`src/rtl/seq_pkg.sv`:
```
package seq_pkg;

    typedef enum logic [2:0] {
        ST_T0 = 3'd0,
        ST_T1 = 3'd1,
        ST_T2 = 3'd2,
        ST_T3 = 3'd3,
        ST_T4 = 3'd4,
        ST_T5 = 3'd5
    } tstate_e;

    localparam logic [3:0] OPC_LOAD  = 4'd1;
    localparam logic [3:0] OPC_STORE = 4'd2;
    localparam logic [3:0] OPC_ADD   = 4'd3;

    // one load enable per micro-operation
    typedef struct packed {
        logic mar_from_pc;
        logic mar_from_ir;
        logic mbr_from_mem;
        logic mbr_from_r1;
        logic pc_step;
        logic ir_from_mbr;
        logic r1_sum;
        logic r1_from_mbr;
        logic mem_write;
    } xfer_t;

endpackage

```
`src/rtl/seq_ctrl.sv`:
```
module seq_ctrl
    import seq_pkg::*;
(
    input  logic         clk,
    input  logic         rst,
    input  logic [3:0]   opcode,
    output tstate_e      state,
    output xfer_t        xfer
);

    tstate_e state_nx;
    logic    is_load, is_store, is_add;

    assign is_load  = (opcode == OPC_LOAD);
    assign is_store = (opcode == OPC_STORE);
    assign is_add   = (opcode == OPC_ADD);

    always_ff @(posedge clk) begin
        if (rst) state <= ST_T0;
        else     state <= state_nx;
    end

    always_comb begin
        state_nx = ST_T0;
        unique case (state)
            ST_T0: state_nx = ST_T1;
            ST_T1: state_nx = ST_T2;
            ST_T2: state_nx = ST_T3;
            ST_T3: state_nx = (is_load || is_store) ? ST_T4 : ST_T0;
            ST_T4: state_nx = ST_T5;
            ST_T5: state_nx = ST_T0;
            default: state_nx = ST_T0;
        endcase
    end

    // each enable: one timing state AND phase/opcode condition
    always_comb begin
        xfer = '0;
        unique case (state)
            ST_T0: xfer.mar_from_pc = 1'b1;
            ST_T1: begin
                xfer.mbr_from_mem = 1'b1;
                xfer.pc_step      = 1'b1;
            end
            ST_T2: xfer.ir_from_mbr = 1'b1;
            ST_T3: begin
                xfer.r1_sum      = is_add;
                xfer.mar_from_ir = is_load || is_store;
            end
            ST_T4: begin
                xfer.mbr_from_mem = is_load;
                xfer.mbr_from_r1  = is_store;
            end
            ST_T5: begin
                xfer.r1_from_mbr = is_load;
                xfer.mem_write   = is_store;
            end
            default: xfer = '0;
        endcase
    end

    AST_FETCH_ADVANCE: assert property (@(posedge clk) disable iff (rst)
        (state == ST_T0) |=> (state == ST_T1));
    AST_ODD_OPCODE_RETURN: assert property (@(posedge clk) disable iff (rst)
        (state == ST_T3 && !is_load && !is_store) |=> (state == ST_T0));
    AST_EXEC_WRAP: assert property (@(posedge clk) disable iff (rst)
        (state == ST_T5) |=> (state == ST_T0));
    AST_ONE_MBR_SOURCE: assert property (@(posedge clk) disable iff (rst)
        !(xfer.mbr_from_mem && xfer.mbr_from_r1));

endmodule

```
`src/rtl/seq_datapath.sv`:
```
module seq_datapath
    import seq_pkg::*;
#(
    parameter int DW = 16,
    parameter int AW = 8
) (
    input  logic          clk,
    input  logic          rst,
    input  logic          pre_r2_we,
    input  logic [DW-1:0] pre_data,
    input  xfer_t         xfer,
    input  logic [DW-1:0] mem_q,
    output logic [DW-1:0] pc,
    output logic [DW-1:0] mar,
    output logic [DW-1:0] mbr,
    output logic [DW-1:0] ir,
    output logic [DW-1:0] r1,
    output logic [DW-1:0] r2
);

    localparam int ADDR_PAD = DW - AW;

    logic [DW-1:0] ir_addr;
    assign ir_addr = {{ADDR_PAD{1'b0}}, ir[AW-1:0]};

    always_ff @(posedge clk) begin
        if (rst) begin
            pc  <= '0;
            mar <= '0;
            mbr <= '0;
            ir  <= '0;
            r1  <= '0;
            r2  <= pre_r2_we ? pre_data : '0;
        end else begin
            if (xfer.mar_from_pc)       mar <= pc;
            else if (xfer.mar_from_ir)  mar <= ir_addr;
            if (xfer.mbr_from_mem)      mbr <= mem_q;
            else if (xfer.mbr_from_r1)  mbr <= r1;
            if (xfer.pc_step)           pc  <= pc + 1'b1;
            if (xfer.ir_from_mbr)       ir  <= mbr;
            if (xfer.r1_sum)            r1  <= r1 + r2;
            else if (xfer.r1_from_mbr)  r1  <= mbr;
        end
    end

    AST_PC_STEP: assert property (@(posedge clk) disable iff (rst)
        xfer.pc_step |=> (pc == $past(pc) + 1'b1));
    AST_IR_HOLD: assert property (@(posedge clk) disable iff (rst)
        !xfer.ir_from_mbr |=> $stable(ir));
    AST_R2_FROZEN: assert property (@(posedge clk) disable iff (rst)
        1'b1 |=> $stable(r2));
    AST_SUM_LANDS: assert property (@(posedge clk) disable iff (rst)
        xfer.r1_sum |=> (r1 == $past(r1) + $past(r2)));

endmodule

```
`src/rtl/seq_mem.sv`:
```
module seq_mem #(
    parameter int DW = 16,
    parameter int AW = 8
) (
    input  logic          clk,
    input  logic          rst,
    input  logic          pre_we,
    input  logic [AW-1:0] pre_addr,
    input  logic [DW-1:0] pre_data,
    input  logic          st_we,
    input  logic [AW-1:0] st_addr,
    input  logic [DW-1:0] st_data,
    input  logic [AW-1:0] core_addr,
    output logic [DW-1:0] core_q,
    input  logic [AW-1:0] rd_addr,
    output logic [DW-1:0] rd_q
);

    localparam int DEPTH = 1 << AW;

    logic [DW-1:0] words [DEPTH];
    logic          wr_en;
    logic [AW-1:0] wr_addr;
    logic [DW-1:0] wr_data;

    // preload owns the port during reset, the core otherwise
    always_comb begin
        if (rst) begin
            wr_en   = pre_we;
            wr_addr = pre_addr;
            wr_data = pre_data;
        end else begin
            wr_en   = st_we;
            wr_addr = st_addr;
            wr_data = st_data;
        end
    end

    always_ff @(posedge clk) begin
        if (wr_en) words[wr_addr] <= wr_data;
    end

    assign core_q = words[core_addr];
    assign rd_q   = words[rd_addr];

    AST_STORE_LANDS: assert property (@(posedge clk) disable iff (rst)
        st_we |=> (words[$past(st_addr)] == $past(st_data)));

endmodule

```
`src/rtl/seq_top.sv`:
```
module seq_top
    import seq_pkg::*;
(
    input  logic        clk,
    input  logic        rst,
    input  logic        pre_we,
    input  logic        pre_r2_we,
    input  logic [7:0]  pre_addr,
    input  logic [15:0] pre_data,
    input  logic [7:0]  rd_addr,
    output logic [15:0] rd_data,
    output logic [2:0]  state_o,
    output logic [15:0] pc_o,
    output logic [15:0] mar_o,
    output logic [15:0] mbr_o,
    output logic [15:0] ir_o,
    output logic [15:0] r1_o,
    output logic [15:0] r2_o
);

    localparam int DW = 16;
    localparam int AW = 8;
    localparam int OPC_W = 4;

    tstate_e       state;
    xfer_t         xfer;
    logic [DW-1:0] mem_q;

    seq_ctrl u_ctrl (
        .clk    (clk),
        .rst    (rst),
        .opcode (ir_o[DW-1 -: OPC_W]),
        .state  (state),
        .xfer   (xfer)
    );

    seq_datapath #(.DW(DW), .AW(AW)) u_dp (
        .clk       (clk),
        .rst       (rst),
        .pre_r2_we (pre_r2_we),
        .pre_data  (pre_data),
        .xfer      (xfer),
        .mem_q     (mem_q),
        .pc        (pc_o),
        .mar       (mar_o),
        .mbr       (mbr_o),
        .ir        (ir_o),
        .r1        (r1_o),
        .r2        (r2_o)
    );

    seq_mem #(.DW(DW), .AW(AW)) u_mem (
        .clk       (clk),
        .rst       (rst),
        .pre_we    (pre_we),
        .pre_addr  (pre_addr),
        .pre_data  (pre_data),
        .st_we     (xfer.mem_write),
        .st_addr   (mar_o[AW-1:0]),
        .st_data   (mbr_o),
        .core_addr (mar_o[AW-1:0]),
        .core_q    (mem_q),
        .rd_addr   (rd_addr),
        .rd_q      (rd_data)
    );

    assign state_o = state;

endmodule

```
`config.mk`:
```
export PLATFORM = sky130hd
export DESIGN_NAME = seq_top
export DESIGN_NICKNAME = d
export VERILOG_FILES = /design/src/rtl/seq_pkg.sv /design/src/rtl/seq_ctrl.sv /design/src/rtl/seq_datapath.sv /design/src/rtl/seq_mem.sv /design/src/rtl/seq_top.sv
export SDC_FILE = /design/constraint.sdc
export NUM_CORES = 2
export LEC_CHECK = 0
export ABC_CLOCK_PERIOD_IN_PS = 4370
export BUFFER_PORTS_ARGS = -buffer_cell sky130_fd_sc_hd__buf_2
export CORE_UTILIZATION = 35
export DETAILED_ROUTE_END_ITERATION = 6
export HOLD_SLACK_MARGIN = 0.05
export RECOVER_POWER = 100
export SLEW_MARGIN = 30
export SYNTH_ARGS = -nofsm -noshare
export SYNTH_HDL_FRONTEND = slang
export SYNTH_SLANG_ARGS = --single-unit
```
`constraint.sdc`:
```
create_clock -name clk -period 4.37 [get_ports clk]
set_input_delay 0.2185 -clock clk [delete_from_list [all_inputs] [get_ports clk]]
set_output_delay 0.2185 -clock clk [all_outputs]
set_load 0.01 [all_outputs]
```
# Word level (Yosys, flattened, before mapping)

Memory sizes are Yosys's and may differ from the RTL's. A register that Yosys moved wholly into a read port is not among the register bits.
Index checks and enable logic that the tools add are counted.

Bits in registers: 99
Bits in latches: 0
RAM bits: 4,096
Bits in read-only memories: 0
Input bits: 36
Word-level logic and storage cells: 46
Memories kept: 1

Memories:

| name        | words | bits a word | read ports | clocked after Yosys merged registers in | write ports | RTL line      | RTL |
|---|---|---|---|---|---|---|---|
| u_mem.words | 256   | 16          | 2          | 1                                       | 1           | seq_mem.sv:21 | `logic [DW-1:0] words [DEPTH];` |

Add/subtract/negate cells: 2
Multiply operators: 0
Divide/modulo/power cells: 0
$lt $le $gt $ge: 0
Equal/unequal tests: 8
Shifts and indexed selects: 0
Multiplexer cells: 23
Bitwise logic cells: 0
Reduce and logical (&&, ||, !) cells: 5

Operator list:

| operator                                            | number |
|---|---|
| two-way mux 16 bit                                  | 7 |
| two-way mux 8 bit                                   | 3 |
| adder 16 x 1 -> 16 bit, second input constant       | 1 |
| adder 16 bit                                        | 1 |
| case mux 3 bit (5 select lines)                     | 1 |
| two-way mux 1 bit                                   | 9 |
| equality test 4 x 2 -> 1 bit, second input constant | 2 |
| equality test 3 x 2 -> 1 bit, second input constant | 2 |
| equality test 3 bit, second input constant          | 2 |
| nonzero test 2 bit                                  | 3 |
| equality test 4 x 1 -> 1 bit, second input constant | 1 |
| equality test 3 x 1 -> 1 bit, second input constant | 1 |
| logical NOT 3 bit                                   | 1 |
| two-way mux 3 bit                                   | 1 |
| two-way mux 2 bit                                   | 1 |
| case mux 1 bit (2 select lines)                     | 1 |
| logical OR 1 bit                                    | 1 |

# Longest topological paths before layout

Word-level depth: 7
Gate-level depth with buffers: 13
Mapped depth without buffers: 9

# Hierarchy

A second synthesis with hierarchy kept.

Cells, all modules: 10,803
Area total of the unflattened synthesis: 197,594.5 µm²

By module, submodules not included:

| module       | times used | cells an instance | area each (µm²) | sequential area each (µm²) |
|---|---|---|---|---|
| seq_mem      | 1          | 10,276            | 192,739.9       | 122,998.0 |
| seq_datapath | 1          | 500               | 4,648.2         | 2,082.0 |
| seq_ctrl     | 1          | 27                | 206.4           | 60.1 |

# Worst setup path before layout

OpenSTA, ideal clock, no wires.

Path type: in2reg
Start point: input port rst
End point: memory u_mem.words[0][2], data pin
Data arrival time: 3.031 ns
Required time: 3.813 ns
Slack: 0.782 ns
Stages: 4
Path through: clkbuf_1 clkbuf_1 clkbuf_1 mux2_2

Longest elaborated chain between the ends: 1

Ends and longest elaborated chain:

| what                 | RTL line      | RTL |
|---|---|---|
| from (decl)          | seq_top.sv:5  | `input logic rst,` |
| two-way mux 16 bit   | seq_mem.sv:28 | `if (rst) begin` |
| net u_mem.wr_data[2] | seq_mem.sv:24 | `logic [DW-1:0] wr_data;` |
| to (decl)            | seq_mem.sv:21 |  |

The timed path passes the listed nets, and every way through them passes these cells.

==> metrics.md <==
| Metric | Value |
|---|---|
| Outcome | finished, violations left |
| Failing checks | max-capacitance violations, max-slew violations, negative setup slack |
| Worst Path Required | 4150 ps |
| Final Max Tran Viols | 1459 |
| Worst-path maximum fanout | 2 |
| Clk_lat worst skew | 1030 ps |
| Commonest non-fill, non-tap cell in the layout | edfxtp_1 |
| CTS Buffer Depth | 4 |
| Min-delay src | pre_addr[5] |
| Crit path depth | 9 |
| Setup CP Type | reg2out |
| CP max-delay cell | a22oi_2 |
| Max Freq | 0.2213 GHz |
| Initial DRT Pass Iterations | 6 |
| Vias in the first global route | 111600 |
| R2r worst-path depth | 8 |
| CTS root buffer | clkbuf_16 |
| Fin area | 222600 sq um |
| CTS clk-pin slew, worst paths | 60 ps |
| Yosys top cell area share | 0.6396 |
| Tcrit/Tclk final | 1.034 |
| Final worst setup slack | -149.4 ps |
| Area after DPL | 209000 sq um |
| Initial antenna violation count | 50 |
| Synth warn | 0 |
| Yosys top cell by area | edfxtp_1 |
| Initial Utilization | 0.3517 |
| First-pass GRT wire length | 926800 um |
| Post-synth cell types | 66 |
| Syn Std Cell Area | 193000 sq um |
| Clock Skews | 48.51 ps |
| GPL Wtd Cong | 0.9104 |
| Overall die area | 554500 sq um |
| Cell Pwr Density | 425.6 nW/um^2 |
| Critical Path AT | 4300 ps |
| CP max stage delay | 550 ps |
| Max Cap Violations | 40 |
| WL/cell | 38.51 um |
| P&R area growth vs syn | 15.31% |
| Hold_ws | 196.5 ps |
| Ys flop type | edfxtp_1 |
| Finish-stage setup viols | 56 |
| Actual slew at the worst max-slew pin | 3657 ps |
| Hold Fails Final Rpt | 0 |
| Horiz. Die Dim | 744.7 um |
| Final HPWL DP | 446100 um |
| Die Ht | 744.7 um |
| Clock Sinks | 4203 |
| R2R Setup Slk | -70 ps |
| Hold EP | u_mem.words[31][11]$_DFFE_PP_ |
| Largest net degree at the start of global routing | 116 |
| Post-synth EDFFs | 4112 |
| GRT Total Usage | 0.2390 |
| Synth Register Bits | 4203 |
| Dpl ws | -700.6 ps |
| Sequence of cells on the critical path | mux4_2, mux4_2, a22oi_2, buf_4, nand2_4, a22oi_2, buf_6, o221ai_4, buf_6 |
| Syn_area_per_cell | 21.27 sq um |
| Hold depth | 5 |
| Unrepaired setup endpoints after global routing | true |
| Core Area | 548900 sq um |
| Leak | 67.69 nW |
| CP top delay family | compound AO/OA/AOI/OAI gates |
| Antenna Nets Post-Route | 0 |
| Syn Nets | 9127 |
| Peak VDD IR | 0.3788 mV |
| Routed wire length | 676100 um |
| Async set-reset flop share out of synthesis | 0 |
| Row Count | 272 |
| # IOs | 151 |
| TritonCTS clock tree | yes |
| Worst hold path class | in2reg |
| Most frequent cells in the layout | edfxtp_1 (4112), mux4_2 (2330), clkbuf_16 (456), buf_4 (434), clkbuf_1 (302) |
| CTS buffer count | 448 |
| Number of remaining DRC errors | 0 |
| Critical path endpoint category | output port |
| GRT overflow | 0 |
| CP startpoint kind | register |
| Vias | 112000 |
| First DRT Iteration DRCs | 17310 |
| Largest cells by area after synthesis | edfxtp_1 (64%), mux4_2 (27%), dfxtp_1 (0.94%) |
| Htree depth | 5 |
| FF-to-FF End | u_dp.mbr[12]$_SDFFE_PP0P_ |
| Slew margin rel. | -1.438 |
| Layout cells sized above 1 | 0.4004 |
| Post-DR vias/cell | 6.378 |
| Min Tclk post-route | 4519 ps |
| NumNets Final | 9946 |
| Crit path buf inv count | 3 |
| Synth Instances | 9074 |
| Tot Pwr | 94.72 mW |
| Seq/Total Area, Yosys | 0.6491 |
| Port Buf Inserts | 150 |
## timing repair
action,CTS,global route
pin swaps,23,15
resized for setup,61,18
hold buffers,42,0
setup buffers,7,4
setup endpoints to repair,18,13
endpoints found under the hold margin,109,0
## worst max-delay path by stage
| stage | from | slack (ps) | end |
|---|---|---|---|
| final | u_mem.words[36][3]$_DFFE_PP_ | -150 | rd_data[3] |
| after CTS | u_mem.words[6][1]$_DFFE_PP_ | -250 | rd_data[1] |
| after global routing | u_mem.words[48][3]$_DFFE_PP_ | -90 | rd_data[3] |
| after floorplan | rst | 780 | u_mem.words[0][2]$_DFFE_PP_ |
| after detailed placement | rd_addr[0] | -700 | rd_data[3] |
| after global placement | rd_addr[0] | -790 | rd_data[1] |
## registers in the layout, indices dropped and copies added (netlist names), named ones only
signal,flops
u_ctrl.state,3
u_dp.ir,16
u_dp.mar,16
u_dp.mbr,16
u_dp.pc,16
u_dp.r1,16
u_dp.r2,16
u_mem.words,4096
## cell usage after synthesis (66+ instances only)
master / count
edfxtp_1: 4112
mux4_2: 2330
nor2_1: 342
clkbuf_1: 333
buf_2: 201
a22oi_1: 190
nand2_1: 167
o22ai_1: 154
a221oi_1: 110
a22o_1: 101
dfxtp_1: 91
mux2i_1: 89
a21oi_1: 76
buf_6: 72
nor3_1: 70
buf_4: 67
buf_1: 66
## worst register-to-register path, stage by stage (launching register included)
cell	delay, ps
dfxtp_4	870
clkbuf_4	740
mux4_2	470
a22o_1	190
a221oi_1	580
o22ai_1	250
or3_1	640
nand3_1	470
o21ai_1	110
## power breakdown
group	switching [mW]	internal, mW	leakage, nW	total, mW
clock	16.3	21.6	7.03	37.9
combinational	7.19	4.31	22.5	11.5
sequential	0.172	45.2	38.2	45.3
## kinds of logic after synthesis
kind of cell,share of synthesized area
buffers and inverters,0.02024
adder cells (fa/ha/maj),0.001141
AO/OA/AOI/OAI,0.03196
XOR/XNOR,0.001225
multiplexers,0.2778
AND/OR/NAND/NOR,0.01857
flip-flops,0.6491
## per-layer routing
layer	GRT usage	wire, um	vias up
met4	0.1227	41920	26
met1	0.3150	243600	60630
met3	0.05720	78230	1424
li1	-	-	42080
met2	0.3702	312100	7823
met5	0	245	-
## metrics by stage
step	TNS [ps]	std cells	util
2_1_floorplan	0	9074	-
3_3_place_gp	-4430	16640	0.3803
3_5_place_dp	-2888	16650	0.3807
4_1_cts	-1679	17530	0.4084
5_1_grt	-11310	17540	0.4054
6_report	-1878	17560	0.4055
## final cells by class
class	count	area [sq um]
clock inverter	276	2537
multi-input combinational	4111	64890
tap	7261	9085
fill	47980	326400
antenna	22	55.05
sequential	4203	125300
clock buffer	556	11860
timing repair buffer	1109	8767
inverter	20	75.07
No activity file was read; power rests on OpenSTA's default activity.
